### src/rtl/hcalu_pkg.sv
package hcalu_pkg;

    localparam int unsigned DATA_W = 8;
    localparam int unsigned OP_W   = 3;

    typedef enum logic [OP_W-1:0] {
        OP_ADD  = 3'd0,
        OP_SUB  = 3'd1,
        OP_AND  = 3'd2,
        OP_OR   = 3'd3,
        OP_XOR  = 3'd4,
        OP_NAND = 3'd5,
        OP_NOR  = 3'd6,
        OP_RSV  = 3'd7
    } alu_op_e;

    // Captured request: operation plus both operands
    typedef struct packed {
        alu_op_e           op;
        logic [DATA_W-1:0] a;
        logic [DATA_W-1:0] b;
    } alu_req_t;

    // Registered response
    typedef struct packed {
        logic [DATA_W-1:0] res;
        logic              cout;
    } alu_rsp_t;

    // Generate / propagate pair for the prefix tree
    typedef struct packed {
        logic g;
        logic p;
    } gp_t;

    // Black cell: merge a higher group with the adjacent lower group
    function automatic gp_t gp_merge(gp_t hi, gp_t lo);
        gp_t r;
        r.g = hi.g | (hi.p & lo.g);
        r.p = hi.p & lo.p;
        return r;
    endfunction

    function automatic logic op_is_arith(alu_op_e op);
        return (op == OP_ADD) || (op == OP_SUB);
    endfunction

endpackage

### src/rtl/hcalu_pg.sv
// Front stage: per-bit generate, propagate and half-sum, shaped by the operation.
module hcalu_pg
    import hcalu_pkg::*;
#(
    parameter int unsigned W = 8
) (
    input  alu_op_e        op,
    input  logic [W-1:0]   a,
    input  logic [W-1:0]   b,
    output logic [W-1:0]   gen,
    output logic [W-1:0]   prop,
    output logic [W-1:0]   half,
    output logic           cin
);
    logic [W-1:0] b_eff;

    always_comb begin
        b_eff = (op == OP_SUB) ? ~b : b;
        gen   = '0;
        prop  = '0;
        half  = '0;
        cin   = 1'b0;
        case (op)
            OP_ADD, OP_SUB: begin
                gen  = a & b_eff;
                prop = a ^ b_eff;
                half = a ^ b_eff;
                cin  = (op == OP_SUB);
            end
            OP_AND:  half = a & b;
            OP_OR:   half = a | b;
            OP_XOR:  half = a ^ b;
            OP_NAND: half = ~(a & b);
            OP_NOR:  half = ~(a | b);
            default: half = '0;
        endcase
    end
endmodule

### src/rtl/hcalu_prefix.sv
// Han-Carlson carry tree. W must be a power of two, at least 2.
// Levels: odd bits merge with the bit below; Kogge-Stone steps among odd bits
// with spans 2, 4, ...; a closing level fills the even bits.
module hcalu_prefix
    import hcalu_pkg::*;
#(
    parameter int unsigned W = 8
) (
    input  logic [W-1:0] gen,
    input  logic [W-1:0] prop,
    input  logic         cin,
    output logic [W-1:0] carry,
    output logic         cout
);
    localparam int unsigned LG = $clog2(W);

    gp_t [W-1:0] cur;
    gp_t [W-1:0] nxt;

    always_comb begin
        for (int i = 0; i < int'(W); i++) begin
            cur[i].g = gen[i];
            cur[i].p = prop[i];
        end
        // carry-in folded into the bit-0 generate term
        cur[0].g = gen[0] | (prop[0] & cin);

        // level 1: odd bits take in the even bit just below
        nxt = cur;
        for (int i = 1; i < int'(W); i += 2)
            nxt[i] = gp_merge(cur[i], cur[i-1]);
        cur = nxt;

        // sparse Kogge-Stone levels on odd bits
        for (int l = 1; l < int'(LG); l++) begin
            nxt = cur;
            for (int i = 1; i < int'(W); i += 2)
                if (i >= (1 << l))
                    nxt[i] = gp_merge(cur[i], cur[i - (1 << l)]);
            cur = nxt;
        end

        // closing level: even bits above 0 take the odd prefix below
        nxt = cur;
        for (int i = 2; i < int'(W); i += 2)
            nxt[i] = gp_merge(cur[i], cur[i-1]);
        cur = nxt;

        carry[0] = cin;
        for (int i = 1; i < int'(W); i++)
            carry[i] = cur[i-1].g;
        cout = cur[W-1].g;
    end
endmodule

### src/rtl/hcalu_sum.sv
// Result bits: half-sum XOR carry into the bit.
module hcalu_sum #(
    parameter int unsigned W = 8
) (
    input  logic [W-1:0] half,
    input  logic [W-1:0] carry,
    output logic [W-1:0] res
);
    assign res = half ^ carry;
endmodule

### src/rtl/hcalu_top.sv
module hcalu_top
    import hcalu_pkg::*;
(
    input  logic                clk,
    input  logic                rst,
    input  logic [OP_W-1:0]     op_i,
    input  logic [DATA_W-1:0]   a_i,
    input  logic [DATA_W-1:0]   b_i,
    output logic [DATA_W-1:0]   res_o,
    output logic                cout_o
);
    alu_req_t          req_q;
    alu_rsp_t          rsp_d;
    alu_rsp_t          rsp_q;

    logic [DATA_W-1:0] gen;
    logic [DATA_W-1:0] prop;
    logic [DATA_W-1:0] half;
    logic [DATA_W-1:0] carry;
    logic [DATA_W-1:0] sum;
    logic              cin;
    logic              grp_cout;

    // input register
    always_ff @(posedge clk) begin
        if (rst) begin
            req_q <= '0;
        end else begin
            req_q.op <= alu_op_e'(op_i);
            req_q.a  <= a_i;
            req_q.b  <= b_i;
        end
    end

    hcalu_pg #(.W(DATA_W)) u_pg (
        .op   (req_q.op),
        .a    (req_q.a),
        .b    (req_q.b),
        .gen  (gen),
        .prop (prop),
        .half (half),
        .cin  (cin)
    );

    hcalu_prefix #(.W(DATA_W)) u_prefix (
        .gen   (gen),
        .prop  (prop),
        .cin   (cin),
        .carry (carry),
        .cout  (grp_cout)
    );

    hcalu_sum #(.W(DATA_W)) u_sum (
        .half  (half),
        .carry (carry),
        .res   (sum)
    );

    always_comb begin
        rsp_d.res  = sum;
        rsp_d.cout = op_is_arith(req_q.op) & grp_cout;
    end

    // output register
    always_ff @(posedge clk) begin
        if (rst) rsp_q <= '0;
        else     rsp_q <= rsp_d;
    end

    assign res_o  = rsp_q.res;
    assign cout_o = rsp_q.cout;
endmodule

### config.mk
export PLATFORM = sky130hd
export DESIGN_NAME = hcalu_top
export DESIGN_NICKNAME = d
export VERILOG_FILES = /design/src/rtl/hcalu_pkg.sv /design/src/rtl/hcalu_pg.sv /design/src/rtl/hcalu_prefix.sv /design/src/rtl/hcalu_sum.sv /design/src/rtl/hcalu_top.sv
export SDC_FILE = /design/constraint.sdc
export NUM_CORES = 1
export LEC_CHECK = 0
export BUFFER_PORTS_ARGS = -buffer_cell sky130_fd_sc_hd__buf_2
export CAP_MARGIN = 40
export CORE_UTILIZATION = 29
export CTS_CLUSTER_SIZE = 12
export DETAILED_ROUTE_END_ITERATION = 16
export SLEW_MARGIN = 0
export SYNTH_ARGS = -nofsm -noshare
export SYNTH_HDL_FRONTEND = slang
export SYNTH_HIERARCHICAL = 1
export SYNTH_SLANG_ARGS = --single-unit
### constraint.sdc
create_clock -name clk -period 2.65 [get_ports clk]
set_input_delay 0.3975 -clock clk [delete_from_list [all_inputs] [get_ports clk]]
set_output_delay 0.3975 -clock clk [all_outputs]
set_load 0.01 [all_outputs]
==> flow_summary.ini, run 1 <==
[floorplan]
fp-row-count = 30
dieArea_mm2 = 0.00749
die_w_um = 86.6
initial_utilization_pct = 30.3
fp.dieH_um = 86.6
pin_count = 30
core_area_mm2 = 0.00683

[timing]
fmax_ghz = 0.417
slew_headroom_pct = 63.6
period_share_pct = 90.5
period_minus_slack_ns = 2.40
tightestPinTransition_ns = 0.545
skew_ns = 0.00449
setup_viol = 0
drv_slew = 0
hold_viol = 0
setup_tns_ns = 0
grt_setup_unrepaired = no

[placed_design]
io_buffers = 29
globalplace.congestion = 0.775
dp_hpwl_um = 2780

[layout]
diodes = 0
fill_cells = 740
syn_to_final_growth_pct = 11.5
most-common-layout-cells = buf_2, dfxtp_1, nor2b_1
mostFrequentLayoutCell = buf_2
drive_above_1_share_pct = 25.6
final_nets = 288

[route]
drt.antenna.violating_nets = 0
avgRoutedWirePerCell_um = 10.9
drt_iter0_drc = 44
vias = 1466
vias_per_cell = 4.34
drt-total-wl_um = 3680
dr.pass1.iters = 4
post-route-drc-count = 0

[synth]
yosysWarnings = 6
ys_types = 40
synth-async-reset-ratio_pct = 0
synth-edff-count = 0
syn-instance-count = 218
ys_top_cells_by_area = dfxtp_1, ha_1, nor2b_1, xnor2_2, and2_1
yosysSeqAreaShare_pct = 27.0
yosys_register_bits = 28
avgSynthCellArea_um2 = 9.51
syn-num-nets = 263
yosysTopAreaCellShare_pct = 27.0
synth_top_area_cell = dfxtp_1
ys.flop_type = dfxtp_1
syn_area_mm2 = 0.00207

[cts]
path_clk_slew_ns = 0.10
root_buffer = clkbuf_8
insertion_delay_ns = 0.28
cts_max_path_buffers = 2
cts_setup_buffers = 0
cts_tree = done
cts_max_level = 1
hold_buffers = 0
cts_sinks = 28
cts.repair.resized = 0
cts_buffers = 3

[power]
cellLeakagePower_nw = 1.07
peakVddDrop_uv = 159
p_total_mw = 1.02
power.density_mw_per_mm2 = 440

[grt]
grt-ovfl-total = 0
grt_pass1_vias = 1346
antenna_found_initial = 0
grt_max_degree = 30
grt_usage_pct = 10.4
grt_first_pass_wirelength_um = 6110

[setup_path]
critPathRequiredTime_ns = 2.81
start_kind = flop
critPathKind = flop to flop
cp_common_cell = a21o_1
crit_chain = nor2_4, and2_4, xnor2_2, ha_1, and2_1, a21o_1, a21oi_2, o221ai_2, a21o_1, xor2_1, nor2b_1
endpoint_kind = flop
crit_fanout = 10
cpPeakStageDelay_ns = 0.34
cpMaxStageDelayCell = dfxtp_1
critPathArrivalTime_ns = 2.56

[outcome]
status = completed

[hold_path]
hold_class = input port to flop

[flow_run]
drv_cap = 0
==> synthesized netlist by cell type, types with 3 or more instances <==
| cell | count |
|---|---|
| xnor2_2 | 8 |
| o221ai_2 | 6 |
| a22oi_2 | 4 |
| a21o_1 | 5 |
| buf_6 | 3 |
| nor2b_1 | 25 |
| inv_1 | 18 |
| buf_4 | 6 |
| nand2_1 | 15 |
| ha_1 | 24 |
| and2_1 | 16 |
| nor2_1 | 3 |
| xor2_1 | 8 |
| o211ai_1 | 7 |
| dfxtp_1 | 28 |
| a21oi_1 | 9 |
| and2b_1 | 4 |
==> final cells by class <==
cell class                      count  area, um^2  area share (%)
Clock buffer                        4        55.1            2.38
Inverter                           19        71.3            3.09
Tap cell                           96         120            5.20
Timing Repair Buffer               33         175            7.58
Multi-Input combinational cell    158        1330            57.5
Sequential cell                    28         561            24.3
==> critical path: cells and delay by family (launching register included) <==
kind / cells / cell delay (ns)
AND/OR/NAND/NOR: 4 / 0.68
XOR/XNOR: 2 / 0.28
flip-flops: 1 / 0.34
AO/OA/AOI/OAI: 4 / 0.71
adder cells (fa/ha/maj): 1 / 0.24
==> per-layer routing <==
metal	up-vias	track usage, %	share of wire, %
met1	671	12.7	48
met3	5	1.81	3.2
li1	774	-	-
met5	-	0	0
met2	16	18.3	48
met4	0	4.09	1.4
==> state kept, by name, indices dropped and copies added (netlist names) <==
| signal | cells |
|---|---|
| res_o | 8 |
| req_q | 19 |
| cout_o | 1 |
==> power by group <==
part	internal, mW	switching, mW
clock	0.133	0.135
combinational	0.137	0.144
sequential	0.452	0.0156
==> cell families (layout without fill, tap and decap cells) <==
| group | after synthesis | after routing | synth area share [%] |
|---|---|---|---|
| multiplexers | 1 | 1 | 0.483 |
| adder cells (fa/ha/maj) | 24 | 24 | 14.5 |
| buffers and inverters | 32 | 56 | 8.87 |
| flip-flops | 28 | 28 | 27.0 |
| XOR/XNOR | 16 | 16 | 9.66 |
| AO/OA/AOI/OAI | 41 | 41 | 17.4 |
| AND/OR/NAND/NOR | 76 | 76 | 22.0 |
==> through the flow <==
step                cell area (um^2)  std cells  hold WS [ns]  worst slack [ns]  util, %
floorplan                       2070        218         0.469             0.215        -
global placement                2260        334         0.607             0.278     33.0
detailed placement              2260        334         0.609             0.247     33.0
CTS                             2310        338         0.312             0.229     33.8
global route                    2310        338         0.314             0.102     33.8
finish                          2310        338         0.319             0.251     33.8
==> final timing paths <==
kind	slack, ns	cells after the start	from	endpoint
setup / recovery	0.25	11	req_q[18]$_SDFF_PP0_	res_o[7]$_SDFF_PP0_
setup reg to reg	0.25	11	req_q[18]$_SDFF_PP0_	res_o[7]$_SDFF_PP0_
hold / removal	0.32	2	b_i[7]	req_q[7]$_SDFF_PP0_
hold reg to reg	0.73	2	req_q[18]$_SDFF_PP0_	cout_o$_SDFF_PP0_
No activity file was read; power rests on OpenSTA's default activity.
==> inputs of run 2 (changes only) <==
Settings changed: CORE_UTILIZATION 29 to 55, PLACE_DENSITY set to 0.77.
Clock period 2.65 ns to 2.6 ns, I/O delays scaled along.
==> flow_summary.ini, run 2 (synthesis results as in run 1) <==
[cts]
cts_max_path_buffers = 2
cts_setup_buffers = 0
cts_tree = done
cts_max_level = 1
cts_sinks = 28
cts_buffers = 3
path_clk_slew_ns = 0.09
cts.repair.resized = 0
insertion_delay_ns = 0.27
root_buffer = clkbuf_8
hold_buffers = 0

[flow_run]
drv_cap = 0

[timing]
hold_viol = 0
setup_tns_ns = 0
setup_viol = 0
grt_setup_unrepaired = no
skew_ns = 0.00138
period_minus_slack_ns = 2.40
holdWs_ns = 0.316
tightestPinTransition_ns = 0.492
drv_slew = 0
fmax_ghz = 0.417
slew_headroom_pct = 67.2
period_share_pct = 92.1

[route]
drt-total-wl_um = 3290
avgRoutedWirePerCell_um = 11.5
dr.pass1.iters = 4
drt_iter0_drc = 53
vias = 1479
vias_per_cell = 5.15
drt.antenna.violating_nets = 0
post-route-drc-count = 0

[floorplan]
fp.dieH_um = 63.4
core_area_mm2 = 0.00347
die_w_um = 63.4
initial_utilization_pct = 59.8
fp-row-count = 21
dieArea_mm2 = 0.00402
pin_count = 30

[grt]
grt_first_pass_wirelength_um = 5670
grt_usage_pct = 17.8
grt-ovfl-total = 0
grt_pass1_vias = 1309
grt_max_degree = 30
antenna_found_initial = 0

[placed_design]
placed_area_mm2 = 0.00219
dp_hpwl_um = 2470
io_buffers = 29
globalplace.congestion = 0.838

[power]
power.density_mw_per_mm2 = 445
peakVddDrop_uv = 204
cellLeakagePower_nw = 1.06

[setup_path]
critPathRequiredTime_ns = 2.75
crit_buf_inv = 0
start_kind = flop
critPathArrivalTime_ns = 2.54
critPathTopFamily = compound AO/OA/AOI/OAI gates
endpoint_kind = flop
critPathKind = flop to flop
cp.depth = 11
cp_common_cell = a21o_1
worst-r2r-setup-slack_ns = 0.20
cpMaxStageDelayCell = dfxtp_1
crit_fanout = 10
r2r_cells = 11
cpPeakStageDelay_ns = 0.34
crit_chain = nor2_4, and2_4, xnor2_2, ha_1, and2_1, a21o_1, a21oi_2, o221ai_2, a21o_1, xor2_1, nor2b_1

[layout]
drive_above_1_share_pct = 25.3
fill_cells = 331
most-common-layout-cells = buf_2, dfxtp_1, nor2b_1
final_nets = 288
utilization_pct = 64.4
mostFrequentLayoutCell = buf_2
diodes = 0
syn_to_final_growth_pct = 7.79
regMostFlops = req_q
largest_reg_flops = 19
final_area_mm2 = 0.00223

[hold_path]
hold_class = input port to flop
whs_path_depth = 2

[outcome]
status = completed
==> run 2: changes by cell type in the layout (fill, tap and decap cells not counted) <==
cell      change
clkbuf_8      -1
==> run 2: metal layers <==
layer | up-vias | routed length [um] | GRT usage, %
met1 | 669 | 1630 | 23.3
met5 | - | 0 | 0
li1 | 779 | - | -
met2 | 29 | 1540 | 28.9
met4 | 0 | 24 | 7.10
met3 | 2 | 95 | 2.72
==> run 2: path summary, 6_finish.rpt <==
path,startpoint,to
setup reg to reg,req_q[18]$_SDFF_PP0_,res_o[7]$_SDFF_PP0_
hold / removal,op_i[2],req_q[18]$_SDFF_PP0_
setup / recovery,req_q[18]$_SDFF_PP0_,res_o[7]$_SDFF_PP0_
hold reg to reg,req_q[18]$_SDFF_PP0_,cout_o$_SDFF_PP0_
==> run 2: cell type report <==
type | instances | area [um^2] | area share [%]
Timing Repair Buffer | 33 | 175 | 7.84
Clock buffer | 3 | 41.3 | 1.85
Tap cell | 46 | 57.6 | 2.58
Multi-Input combinational cell | 158 | 1330 | 59.5
Inverter | 19 | 71.3 | 3.19
Sequential cell | 28 | 561 | 25.1
==> run 2: power breakdown <==
| part | internal, mW | switching, mW | total (mW) | leakage [nW] |
|---|---|---|---|---|
| Sequential | 0.461 | 0.0149 | 0.476 | 0.233 |
| Combinational | 0.140 | 0.145 | 0.285 | 0.804 |
| Clock | 0.104 | 0.129 | 0.233 | 0.0216 |
==> run 2: worst reg2reg max path: cells and delay by family (launching register included) <==
| family | cells | cell delay (ns) |
|---|---|---|
| AND/OR/NAND/NOR | 4 | 0.68 |
| AO/OA/AOI/OAI | 4 | 0.71 |
| XOR/XNOR | 2 | 0.30 |
| adder cells (fa/ha/maj) | 1 | 0.25 |
| flip-flops | 1 | 0.34 |
==> run 2: per-stage QoR <==
| stage | worst slack [ns] | total power [mW] | std cells |
|---|---|---|---|
| 2_1_floorplan | 0.165 | 0.716 | 218 |
| 3_3_place_gp | 0.239 | 0.764 | 284 |
| 4_1_cts | 0.180 | 1.01 | 287 |
| 5_1_grt | 0.0496 | 1.06 | 287 |
| 6_report | 0.204 | 0.994 | 287 |
| 3_5_place_dp | 0.195 | 0.772 | 284 |
